### src/rtl/bms_pkg.sv
package bms_pkg;

    localparam int HALF_W  = 16;
    localparam int BUS_W   = 2 * HALF_W;
    localparam int BLEN_W  = 6;
    localparam int FMT_W   = 2;
    localparam int RX_W    = 24;
    localparam int BLEN_LO = HALF_W;
    localparam int FMT_LO  = BLEN_LO + BLEN_W;
    localparam int CEN_BIT = FMT_LO + FMT_W;
    localparam int MM_BIT  = CEN_BIT + 1;
    localparam int ABT_BIT = MM_BIT + 1;
    localparam int CFG_W   = ABT_BIT + 1;
    localparam logic [FMT_W-1:0] FMT_UPPER = 2'd3;

    typedef enum logic [2:0] {
        ST_IDLE,
        ST_REQ,
        ST_ADDR,
        ST_DATA,
        ST_TURN
    } seq_state_e;

    typedef struct packed {
        logic [HALF_W-1:0] hi;
        logic [BLEN_W-1:0] blen;
        logic [FMT_W-1:0]  fmt;
        logic              cen;
        logic              mm;
    } ctrl_t;

    function automatic ctrl_t unpack_ctrl(input logic [CFG_W-1:0] w);
        ctrl_t c;
        c.hi   = w[HALF_W-1:0];
        c.blen = w[BLEN_LO +: BLEN_W];
        c.fmt  = w[FMT_LO +: FMT_W];
        c.cen  = w[CEN_BIT];
        c.mm   = w[MM_BIT];
        return c;
    endfunction

    function automatic logic [RX_W-1:0] lane_pick(input logic [FMT_W-1:0] fmt,
                                                  input logic [BUS_W-1:0] w);
        return (fmt == FMT_UPPER) ? w[BUS_W-1 -: RX_W] : w[RX_W-1:0];
    endfunction

endpackage

### src/rtl/bms_ctrl_reg.sv
module bms_ctrl_reg
    import bms_pkg::*;
(
    input  logic             clk,
    input  logic             rst,
    input  logic             cfg_wr,
    input  logic [CFG_W-1:0] cfg_wdata,
    input  logic             seq_idle,
    output ctrl_t            ctrl,
    output logic             abort
);

    always_ff @(posedge clk) begin
        if (rst) begin
            ctrl  <= '0;
            abort <= 1'b0;
        end else begin
            if (cfg_wr) begin
                ctrl <= unpack_ctrl(cfg_wdata);
            end
            if (seq_idle) begin
                abort <= 1'b0;
            end else if (cfg_wr && cfg_wdata[ABT_BIT]) begin
                abort <= 1'b1;
            end
        end
    end

endmodule

### src/rtl/bms_rx_lane.sv
module bms_rx_lane
    import bms_pkg::*;
(
    input  logic             clk,
    input  logic             rst,
    input  logic             xfer,
    input  logic [FMT_W-1:0] fmt,
    input  logic [BUS_W-1:0] ad_in,
    output logic [RX_W-1:0]  rx_data,
    output logic             rx_valid
);

    always_ff @(posedge clk) begin
        if (rst) begin
            rx_data  <= '0;
            rx_valid <= 1'b0;
        end else begin
            rx_valid <= xfer;
            if (xfer) begin
                rx_data <= lane_pick(fmt, ad_in);
            end
        end
    end

endmodule

### src/rtl/bms_fsm.sv
module bms_fsm
    import bms_pkg::*;
#(
    parameter int CNT_W = BLEN_W
) (
    input  logic              clk,
    input  logic              rst,
    input  logic              addr_wr,
    input  logic [HALF_W-1:0] addr_lo,
    input  ctrl_t             ctrl,
    input  logic              abort,
    input  logic              gnt,
    input  logic              trdy,
    input  logic              stop,
    output seq_state_e        state,
    output logic [BUS_W-1:0]  addr,
    output logic [FMT_W-1:0]  fmt_l,
    output logic              xfer,
    output logic [CNT_W-1:0]  remain,
    output logic              done,
    output logic              overrun
);

    localparam logic [CNT_W-1:0] CNT_ZERO = '0;

    logic [CNT_W-1:0] cnt;
    logic             cen_l;
    logic             cnt_end;
    logic             data_end;

    assign xfer     = (state == ST_DATA) && trdy;
    assign cnt_end  = cen_l && xfer && (cnt == CNT_ZERO);
    assign data_end = abort || !gnt || stop || cnt_end;

    always_ff @(posedge clk) begin
        if (rst) begin
            state   <= ST_IDLE;
            cnt     <= '0;
            cen_l   <= 1'b0;
            addr    <= '0;
            fmt_l   <= '0;
            remain  <= '0;
            done    <= 1'b0;
            overrun <= 1'b0;
        end else begin
            done <= (state == ST_TURN);
            if (addr_wr && (state != ST_IDLE)) begin
                overrun <= 1'b1;
            end
            unique case (state)
                ST_IDLE: begin
                    if (addr_wr && ctrl.mm) begin
                        state   <= ST_REQ;
                        cnt     <= CNT_W'(ctrl.blen);
                        cen_l   <= ctrl.cen;
                        addr    <= {ctrl.hi, addr_lo};
                        fmt_l   <= ctrl.fmt;
                        overrun <= 1'b0;
                    end
                end
                ST_REQ: begin
                    if (abort) begin
                        state <= ST_TURN;
                    end else if (gnt) begin
                        state <= ST_ADDR;
                    end
                end
                ST_ADDR: begin
                    state <= (abort || !gnt) ? ST_TURN : ST_DATA;
                end
                ST_DATA: begin
                    if (xfer && cen_l && (cnt != CNT_ZERO)) begin
                        cnt <= cnt - 1'b1;
                    end
                    if (data_end) begin
                        state <= ST_TURN;
                    end
                end
                ST_TURN: begin
                    remain <= cnt;
                    state  <= ST_IDLE;
                end
                default: state <= ST_IDLE;
            endcase
        end
    end

endmodule

### src/rtl/burst_master_seq.sv
module burst_master_seq
    import bms_pkg::*;
#(
    parameter int CNT_W = BLEN_W
) (
    input  logic                clk,
    input  logic                rst,
    input  logic                cfg_wr,
    input  logic [CFG_W-1:0]    cfg_wdata,
    input  logic                addr_wr,
    input  logic [HALF_W-1:0]   addr_wdata,
    output logic                bus_req,
    input  logic                bus_gnt,
    output logic [BUS_W-1:0]    ad_out,
    output logic                ad_oe,
    input  logic [BUS_W-1:0]    ad_in,
    output logic                frame,
    output logic                irdy,
    input  logic                trdy,
    input  logic                stop,
    output logic [RX_W-1:0]     rx_data,
    output logic                rx_valid,
    output logic [CNT_W-1:0]    remain_cnt,
    output logic                done,
    output logic                overrun,
    output logic                abort_pend,
    output logic                busy
);

    ctrl_t            ctrl;
    seq_state_e       state;
    logic [BUS_W-1:0] addr;
    logic [FMT_W-1:0] fmt_l;
    logic             xfer;

    bms_ctrl_reg u_ctrl (
        .clk       (clk),
        .rst       (rst),
        .cfg_wr    (cfg_wr),
        .cfg_wdata (cfg_wdata),
        .seq_idle  (state == ST_IDLE),
        .ctrl      (ctrl),
        .abort     (abort_pend)
    );

    bms_fsm #(.CNT_W(CNT_W)) u_fsm (
        .clk     (clk),
        .rst     (rst),
        .addr_wr (addr_wr),
        .addr_lo (addr_wdata),
        .ctrl    (ctrl),
        .abort   (abort_pend),
        .gnt     (bus_gnt),
        .trdy    (trdy),
        .stop    (stop),
        .state   (state),
        .addr    (addr),
        .fmt_l   (fmt_l),
        .xfer    (xfer),
        .remain  (remain_cnt),
        .done    (done),
        .overrun (overrun)
    );

    bms_rx_lane u_rx (
        .clk      (clk),
        .rst      (rst),
        .xfer     (xfer),
        .fmt      (fmt_l),
        .ad_in    (ad_in),
        .rx_data  (rx_data),
        .rx_valid (rx_valid)
    );

    assign bus_req = (state == ST_REQ);
    assign ad_oe   = (state == ST_ADDR);
    assign ad_out  = ad_oe ? addr : '0;
    assign frame   = (state == ST_ADDR) || (state == ST_DATA);
    assign irdy    = (state == ST_DATA);
    assign busy    = (state != ST_IDLE);

endmodule

### config.mk
export PLATFORM = sky130hd
export DESIGN_NAME = burst_master_seq
export DESIGN_NICKNAME = d
export VERILOG_FILES = /design/src/rtl/bms_pkg.sv /design/src/rtl/bms_ctrl_reg.sv /design/src/rtl/bms_rx_lane.sv /design/src/rtl/bms_fsm.sv /design/src/rtl/burst_master_seq.sv
export SDC_FILE = /design/constraint.sdc
export NUM_CORES = 1
export LEC_CHECK = 0
export BUFFER_PORTS_ARGS = -buffer_cell sky130_fd_sc_hd__buf_2
export CORE_UTILIZATION = 35
export DETAILED_ROUTE_END_ITERATION = 10
export GPL_ROUTABILITY_DRIVEN = 0
export PLACE_DENSITY = 0.63
export SYNTH_ARGS = -nofsm -noshare
export SYNTH_HDL_FRONTEND = slang
export SYNTH_SLANG_ARGS = --single-unit
### constraint.sdc
create_clock -name clk -period 4.6 [get_ports clk]
set_clock_uncertainty 0.15 [all_clocks]
set_input_delay 0.23 -clock clk [delete_from_list [all_inputs] [get_ports clk]]
set_output_delay 0.23 -clock clk [all_outputs]
set_load 0.005 [all_outputs]
==> results.py <==
metrics = {
    "flow_run": {
        "maxCapViolCount": 0,
    },
    "global_routing": {
        "grt_pass1_vias": 3960,
        "grt_pass1_wl_mm": 18.8,
        "grt_use_met1": 0.229,
        "grt.total_usage": 0.183,
        "grt_max_degree": 106,
        "antenna_found_initial": 0,
        "grtUsageMet2": 0.303,
        "top_usage_layer": "met2",
        "overflow": 0,
        "grt_use_met3": 0.0337,
    },
    "timing": {
        "clock.fmax_mhz": 416,
        "relSlewSlack": 0.277,
        "finalCriticalPeriod_ps": 2400,
        "tightest_slew_ps": 1080,
        "finalHoldViolCount": 0,
        "setup_viol": 0,
        "fin_crit_sh": 0.523,
        "rsz0062_at_grt": "no",
        "fin_tns_setup_ps": 0,
        "maxSlewViolCount": 0,
    },
    "pwr": {
        "max-vdd-ir-drop_uv": 164,
        "pwr-share-comb": 0.079,
        "seq_power_share": 0.496,
        "p_leak_uw": 0.00260,
        "intPower_uw": 1470,
        "p_switching_uw": 416,
        "power.density_nw_per_um2": 316,
        "p_clk_frac": 0.425,
        "sw_frac_of_total": 0.221,
    },
    "layout": {
        "multiInputGateArea_um2": 2060,
        "fin_cells": 869,
        "drive_above_1_share": 0.251,
        "antennaDiodeCount": 0,
        "fin_area_um2": 5960,
        "final-seq-area_um2": 2080,
        "final_cell_mix": "buf_2, dfxtp_1, nand2_1",
        "finalNetCount": 780,
        "synthToLayoutAreaGrowth_pct": 37.3,
        "fill_cells": 1164,
        "final_common_cell": "buf_2",
    },
    "route": {
        "drc": 0,
        "drt-vias-per-instance": 4.78,
        "route.vias.total": 4154,
        "drt_iter0_drc": 197,
        "wl_per_cell_um": 13.3,
        "ant_nets": 0,
        "drtPass1Iterations": 4,
        "finalWirelength_mm": 11.6,
    },
    "logic_synthesis": {
        "yosysTopAreaCell": "dfxtp_1",
        "yosys-top-cells-area": "dfxtp_1, nand2_1, mux2i_1, nor2_1, and2_1",
        "synth_cell_types": 40,
        "ys_seq_area_frac": 0.480,
        "netlist_area_um2": 4340,
        "synth_seq_cells": 104,
        "synth_edf_count": 0,
        "synth_ff_type": "dfxtp_1",
        "synth_top_area_share": 0.480,
        "avgSynthCellArea_um2": 8.28,
        "syn_nets": 608,
        "yosys_warnings": 0,
        "async_flop_share": 0,
        "syn-instance-count": 524,
    },
    "clock_network": {
        "htreeDepth": 3,
        "cts-root-buf": "clkbuf_16",
        "clkSinkCount": 104,
        "cts_resized": 0,
        "clock_path_buffers": 2,
        "cts_tree": "yes",
        "cts.reportedPaths.clkPinSlew_ps": 70,
        "clock_latency_ps": 340,
        "cts-buffers-inserted": 9,
    },
    "floorplanning": {
        "core_um2": 12100,
        "start_util": 0.360,
        "num_io_pins": 153,
        "rows": 40,
        "dieArea_um2": 12800,
        "die_h_um": 113,
        "die_w_um": 113,
    },
    "critical_path": {
        "cp_common_cell": "and2_1",
        "worstSetupEndpointType": "output pin",
        "worstPathRequired_ps": 4220,
        "path_cells": "and2_1 > and2_1 > buf_2",
        "critPathKind": "flip-flop to output pin",
        "start_kind": "flip-flop",
        "critical_path_buf_inv_count": 1,
        "crit_family": "simple AND/OR/NAND/NOR gates",
        "cp_max_fo": 33,
        "cp.arrival_ps": 2020,
        "worst_path_largest_cell_delay_ps": 810,
        "slowest_stage": "and2_1",
    },
    "place": {
        "port_buffers": 152,
        "hpwl_mm": 7.42,
        "dp.cells": 805,
        "dpl_cell_area_um2": 5160,
    },
    "status": {
        "status": "finished, final reports clean",
    },
    "min_path": {
        "hold_class": "primary input to flip-flop",
    },
}
path summary, 6_finish.rpt:
path / startpoint / endpoint / slack, ps / cells after the start
worst max-delay path: u_fsm.state[1] / ad_out[22] / 2200 / 3
worst min-delay path: ad_in[13] / u_rx.rx_data[13] / 10 / 3
worst min register to register: u_fsm.addr[10] / u_fsm.addr[10] / 300 / 2
worst max register to register: u_fsm.state[1] / u_rx.rx_data[21] / 2330 / 6
power by group through the flow:
stage	sequential (uW)	combinational [uW]	clock, uW
floorplan	950	67.9	0
global placement	954	115	0
detailed placement	955	117	0
CTS	935	149	824
global route	937	166	863
finish	935	149	800
metal layers:
layer	part of all wire	up-vias
li1	-	2113
met1	0.46	1909
met2	0.48	111
met3	0.039	21
met4	0.025	0
met5	0	-
synthesized netlist by cell type (2+ instances only):
library cell / instances
dfxtp_1: 104
nand2_1: 102
nor2_1: 65
a21oi_1: 44
and2_1: 36
mux2i_1: 32
clkbuf_1: 30
nand3_1: 29
a311oi_1: 24
buf_2: 11
nand2b_1: 5
inv_1: 3
nor2b_1: 3
nor3_1: 3
nor3b_1: 3
o32ai_1: 3
a31oi_1: 2
ha_1: 2
o21ai_0: 2
cell type report:
| class | instances | share of cell area |
|---|---|---|
| tap | 168 | 0.0353 |
| inverter | 4 | 0.00252 |
| multi-input combinational | 373 | 0.345 |
| clock buffer | 12 | 0.0447 |
| clock inverter | 4 | 0.00861 |
| sequential | 104 | 0.350 |
| timing repair buffer | 204 | 0.214 |
stage by stage:
stage          setup WS, ps   util  power (uW)  hold WS (ps)
3_3_place_gp           2450  0.428        1070           286
5_1_grt                2020  0.494        1970          7.55
2_1_floorplan          2860      -        1020           216
3_5_place_dp           2370  0.428        1070           293
4_1_cts                2120  0.494        1910         0.983
6_report               2200  0.494        1880          14.9
sequential cells by signal (all words and copies together) (netlist names):
register / cells
u_fsm.done: 1
u_ctrl.ctrl: 26
u_fsm.remain: 6
u_ctrl.abort: 1
u_fsm.cnt: 6
u_fsm.state: 3
u_fsm.fmt_l: 2
u_fsm.cen_l: 1
u_fsm.addr: 32
u_fsm.overrun: 1
u_rx.rx_valid: 1
u_rx.rx_data: 24
timing repair:
action | in CTS | in global routing
endpoints found under the hold margin | 48 | 0
endpoints found under the setup margin | 0 | 0
buffers inserted | 0 | 0
hold buffers | 48 | 0
worst register-to-register path: cells and delay by family (launching register included):
family / cells / cell delay [ps]
flops: 1 / 480
compound gates: 1 / 270
simple gates: 3 / 630
buf+inv: 2 / 640
cell families (layout without fill, tap and decap cells):
family	after synthesis	after routing	synth area share
AND/OR/NAND/NOR	254	254	0.264
XOR/XNOR	1	1	0.00202
flip-flops	104	104	0.480
AO/OA/AOI/OAI	84	84	0.128
adder cells (fa/ha/maj)	2	2	0.00577
multiplexers	32	32	0.0739
buffers and inverters	47	224	0.0456
Note: power is estimated with default switching activity, not from simulation.
